[src/rtl/ppfd_pin_mux.sv]
module ppfd_pin_mux #(
  parameter int SYNC_STAGES = 2
) (
  input  logic       clk,
  input  logic       rst_n,
  input  logic       cfg_pp_power,
  input  logic [1:0] cfg_fdd_mode,
  input  logic       pp_afd_o,
  input  logic       pp_afd_oe,
  input  logic       pp_init_o,
  input  logic       pp_init_oe,
  input  logic       pp_slin_o,
  input  logic       pp_slin_oe,
  input  logic [3:0] pp_ctrl_raw,
  input  logic       fd_densel_n_o,
  input  logic       fd_hdsel_n_o,
  input  logic       fd_dir_n_o,
  input  logic       fd_step_n_o,
  input  logic       fd_aux_n_o,
  input  logic [4:0] pad_i,
  output logic [4:0] pad_o,
  output logic [4:0] pad_oe,
  output logic       pp_afd_i,
  output logic       pp_err_i,
  output logic       pp_init_i,
  output logic       pp_slin_i,
  output logic       pp_busy_i,
  output logic       fd_aux_n_i,
  output logic [3:0] pp_ctrl_rd
);
  localparam int NPADS = 5;
  localparam logic [3:0] NO_CABLE = 4'b0100;

  typedef enum logic [1:0] {OWN_OFF, OWN_PP, OWN_FD1, OWN_FD2} owner_e;

  owner_e own_d, own_q;
  logic [NPADS-1:0] sync_q [SYNC_STAGES];
  logic [NPADS-1:0] pins_s, pp_oe, pp_val, fd_oe, fd_val;
  logic pp_on, fd_on;

  always_comb begin
    case (cfg_fdd_mode)
      2'b01:   own_d = OWN_FD1;
      2'b10:   own_d = OWN_FD2;
      default: own_d = cfg_pp_power ? OWN_PP : OWN_OFF;
    endcase
  end

  always_ff @(posedge clk or negedge rst_n) begin
    if (!rst_n) own_q <= OWN_OFF;
    else        own_q <= own_d;
  end

  always_ff @(posedge clk or negedge rst_n) begin
    if (!rst_n) begin
      for (int i = 0; i < SYNC_STAGES; i++) sync_q[i] <= '1;
    end else begin
      sync_q[0] <= pad_i;
      for (int i = 1; i < SYNC_STAGES; i++) sync_q[i] <= sync_q[i-1];
    end
  end

  assign pins_s = sync_q[SYNC_STAGES-1];
  assign pp_on  = (own_q == OWN_PP);
  assign fd_on  = (own_q == OWN_FD1) || (own_q == OWN_FD2);

  assign pp_oe  = {1'b0, pp_slin_oe, pp_init_oe, 1'b0, pp_afd_oe};
  assign pp_val = {1'b0, pp_slin_o,  pp_init_o,  1'b0, pp_afd_o};
  assign fd_oe  = {own_q == OWN_FD2, 4'hf};
  assign fd_val = {fd_aux_n_o, fd_step_n_o, fd_dir_n_o, fd_hdsel_n_o, fd_densel_n_o};

  assign pad_oe = fd_on ? fd_oe : (pp_on ? pp_oe : '0);
  assign pad_o  = pad_oe & (fd_on ? fd_val : pp_val);

  assign pp_afd_i   = pp_on ? pins_s[0] : 1'b1;
  assign pp_err_i   = pp_on ? pins_s[1] : 1'b1;
  assign pp_init_i  = pp_on ? pins_s[2] : 1'b1;
  assign pp_slin_i  = pp_on ? pins_s[3] : 1'b1;
  assign pp_busy_i  = pp_on ? pins_s[4] : 1'b0;
  assign fd_aux_n_i = (own_q == OWN_FD1) ? pins_s[4] : 1'b1;

  assign pp_ctrl_rd = fd_on ? NO_CABLE : pp_ctrl_raw;

  a_r3_off_tristate: assert property (@(posedge clk) disable iff (!rst_n)
    (!(cfg_fdd_mode == 2'b01 || cfg_fdd_mode == 2'b10) && !cfg_pp_power)
      |=> (pad_oe == 5'b0 && pad_o == 5'b0));

  a_r4_fd_drives_pins: assert property (@(posedge clk) disable iff (!rst_n)
    (cfg_fdd_mode == 2'b01 || cfg_fdd_mode == 2'b10)
      |=> (pad_oe[3:0] == 4'hf &&
           pad_o[3:0] == {fd_step_n_o, fd_dir_n_o, fd_hdsel_n_o, fd_densel_n_o}));

  a_r5_aux_input: assert property (@(posedge clk) disable iff (!rst_n)
    (cfg_fdd_mode == 2'b01) |=> !pad_oe[4]);

  a_r5_aux_output: assert property (@(posedge clk) disable iff (!rst_n)
    (cfg_fdd_mode == 2'b10) |=> (pad_oe[4] && pad_o[4] == fd_aux_n_o));

  a_r6_no_cable: assert property (@(posedge clk) disable iff (!rst_n)
    (cfg_fdd_mode == 2'b01 || cfg_fdd_mode == 2'b10) |=> (pp_ctrl_rd == NO_CABLE));

  a_r2_inputs_undriven: assert property (@(posedge clk) disable iff (!rst_n)
    !(cfg_fdd_mode == 2'b01 || cfg_fdd_mode == 2'b10) |=> (!pad_oe[1] && !pad_oe[4]));

  a_r8_aux_idle: assert property (@(posedge clk) disable iff (!rst_n)
    (cfg_fdd_mode != 2'b01) |=> fd_aux_n_i);

  always_comb begin
    if (!rst_n) a_r1_reset_quiet: assert (pad_oe == 5'b0);
  end
endmodule

[config.mk]
export PLATFORM = sky130hd
export DESIGN_NAME = ppfd_pin_mux
export DESIGN_NICKNAME = d
export VERILOG_FILES = /design/src/rtl/ppfd_pin_mux.sv
export SDC_FILE = /design/constraint.sdc
export NUM_CORES = 1
export LEC_CHECK = 0
export CORE_AREA = 2 2 39 41
export DETAILED_ROUTE_END_ITERATION = 10
export DIE_AREA = 0 0 41 43
export DONT_BUFFER_PORTS = 1
export GPL_TIMING_DRIVEN = 0
export PLACE_DENSITY = 0.6
export REMOVE_ABC_BUFFERS = 1
export SLEW_MARGIN = 20
export SYNTH_ARGS = -nofsm -noshare
export SYNTH_HDL_FRONTEND = slang
export SYNTH_SLANG_ARGS = --single-unit
[constraint.sdc]
create_clock -name clk -period 1.96 [get_ports clk]
set_input_delay 0.196 -clock clk [delete_from_list [all_inputs] [get_ports clk]]
set_output_delay 0.196 -clock clk [all_outputs]
set_load 0.05 [all_outputs]
==> run_results.csv <==
group,metric,value,unit
final_layout,drive_gt1_share,33.96,%
setup_path,cp-end-kind,"output pin",
yosys,synthArstFlopShare,100.0,%
clocking,cts-buffers-inserted,3,
floorplan,io_pins,45,
clocking,cts.path.max_buffers,2,
yosys,synth_seq_cells,12,
sta,skew,0.0005841,ns
yosys,yosys_warnings,0,
clocking,cts_root_buffer,"clkbuf_4",
floorplan,dieArea,0.001763,mm^2
power_and_ir_drop,leakage,0.0002678,uW
route,wl_per_cell,11.51,um
sta,worstMarginPinSlew,0.9347,ns
yosys,synth_area_per_cell,11.29,um^2
setup_path,cp_top_family,"compound AO/OA/AOI/OAI gates",
floorplan,dieWidth,41,um
sta,fmax,530.6,MHz
route,finalWirelength,794,um
setup_path,worstSetupPathType,"reg -> out",
final_layout,num_antenna_cells,0,
yosys,synth_edf_count,0,
flow_run,cap_violations,0,
floorplan,fp-row-count,14,
clocking,clk_latency,0.26,ns
clocking,cts_sinks,12,
setup_path,slowest_stage,"o21ai_1",
setup_path,slowest_delay,0.82,ns
sta,min_period_over_period,96.16,%
floorplan,initial_core_util,39.15,%
yosys,postSynthCellCount,48,
global_route,grt_max_degree,20,
global_route,grt_pass1_wl,1.055,mm
global_route,overflow,0,
route,drtIter0Drc,4,
setup_path,start_kind,"flip-flop",
sta,finalWorstSetupSlack,0.07533,ns
global_route,antenna_found_initial,0,
route,vias_per_cell,4.870,
yosys,ys.flop_type,"dfstp_2",
yosys,seq_area_frac_synth,57.74,%
final_layout,utilization,45.21,%
route,dr.pass1.iters,3,
sta,slew_headroom,37.27,%
floorplan,die_y,43,um
setup_path,rrSetupSlack,1.39,ns
sta,setup_violations,0,
final_layout,finalInstanceArea,625.6,um^2
clocking,clk_pin_slew,0.07,ns
sta,fin_setup_tns,0,ns
sta,slew_violations,0,
power_and_ir_drop,finalPower,646.8,uW
status,outcome,"finished clean",
route,drt.antenna.violating_nets,0,
sta,period_needed,1.885,ns
power_and_ir_drop,ir_drop,0.4976,mV
sta,rsz0062_at_grt,"yes",
floorplan,coreArea,0.001384,mm^2
placement,place_area,524.3,um^2
clocking,post-cts-setup-buffer-count,0,
min_path,hold_class,"in -> reg",
power_and_ir_drop,powerDensity,1034,mW/mm^2
global_route,grt_pass1_vias,264,
placement,gp_congestion,0.4725,
yosys,ys_types,19,
final_layout,area_growth,15.47,%
sta,hold_viol,0,
setup_path,cp_num_buf_inv,0,
route,num_vias,336,
final_layout,final_nets,80,
clocking,cts_tree,"yes",
placement,dpl.hpwl,631.8,um
setup_path,path_cells,"o21ai_1",
placement,pre_cts_slack,0.1297,ns
global_route,track_usage,9.156,%
setup_path,crit_fanout,19,
route,drc,0,
setup_path,worstPathArrival,1.69,ns
setup_path,critPathRequiredTime,1.76,ns
clocking,htreeDepth,1,
placement,numPortBuffers,0,
yosys,syn_area,541.8,um^2
==> registers in the layout, summed over array words and instances, names as in the netlist <==
register / count
own_q: 2
pins_s: 5
sync_q: 5
==> cell families (layout without fill, tap and decap cells) <==
family	Yosys count	count (layout)	synth area share (%)
AND/OR/NAND/NOR	21	21	22.63
AO/OA/AOI/OAI	6	6	6.927
buffers and inverters	7	12	8.313
adder cells (fa/ha/maj)	1	1	2.309
flip-flops	12	12	57.74
multiplexers	1	1	2.078
==> layout by cell type (no fill, tap or decap), types with 2 or more instances in the layout <==
| cell type | n |
|---|---|
| and2_1 | 3 |
| inv_1 | 2 |
| dfstp_2 | 10 |
| nand2b_1 | 4 |
| nor2b_1 | 3 |
| nand3_1 | 3 |
| clkbuf_4 | 3 |
| nand2_1 | 4 |
| dlygate4sd3_1 | 6 |
| a21o_1 | 3 |
| o21ai_1 | 2 |
==> layout make-up <==
class / count / area (um^2)
Clock buffer: 4 / 36.28
Fill cell: 135 / 758.2
Inverter: 2 / 7.507
Multi-Input combinational cell: 29 / 187.7
Sequential cell: 12 / 314.1
Tap cell: 16 / 20.02
Timing Repair Buffer: 6 / 60.06
==> cells in the mapped netlist (2+ instances only) <==
cell,number,area (um^2)
and2_1,3,18.77
nand3_1,3,15.01
inv_1,2,7.510
dfrtp_1,2,50.05
dfstp_2,10,262.8
a21o_1,3,22.52
o21ai_1,3,15.01
nand2b_1,4,25.02
nor2b_1,3,18.77
nand2_1,4,15.01
buf_4,3,22.52
==> layer usage <==
metal	track usage [%]	part of all wire (%)	up-vias
met5	0	0	-
met4	4.000	0	0
met3	4.712	8.3	0
met2	14.37	56	22
met1	9.756	35	151
li1	-	-	163
==> report_power, final <==
part | internal, uW | switching [uW]
Sequential | 271 | 26.8
Clock | 113 | 68.5
Combinational | 31.3 | 137
Total | 414 | 232
==> stage by stage <==
stage	cells	hold slack [ns]
6_report	69	0.08729
5_1_grt	69	0.07102
4_1_cts	69	0.07810
3_5_place_dp	59	-0.09920
3_3_place_gp	59	-0.09926
2_1_floorplan	43	-0.09959
==> repair_timing <==
| item | CTS | global route |
|---|---|---|
| hold buffers | 6 | 0 |
| resized for setup | 1 | 1 |
| endpoints found under the setup margin | 15 | 3 |
| endpoints found under the hold margin | 17 | 0 |
==> path summary, 6_finish.rpt <==
path	from	end	cells after the start
setup / recovery	own_q[1]$_DFF_PN0_	pad_o[2]	1
hold / removal	cfg_pp_power	own_q[0]$_DFF_PN0_	1
setup reg to reg	sync_q[8]$_DFF_PN1_	pins_s[3]$_DFF_PN1_	0
hold reg to reg	sync_q[9]$_DFF_PN1_	pins_s[4]$_DFF_PN1_	0
max in group asynchronous	rst_n	own_q[1]$_DFF_PN0_	1
min in group asynchronous	rst_n	own_q[0]$_DFF_PN0_	1
(Power assumes the default switching activity.)
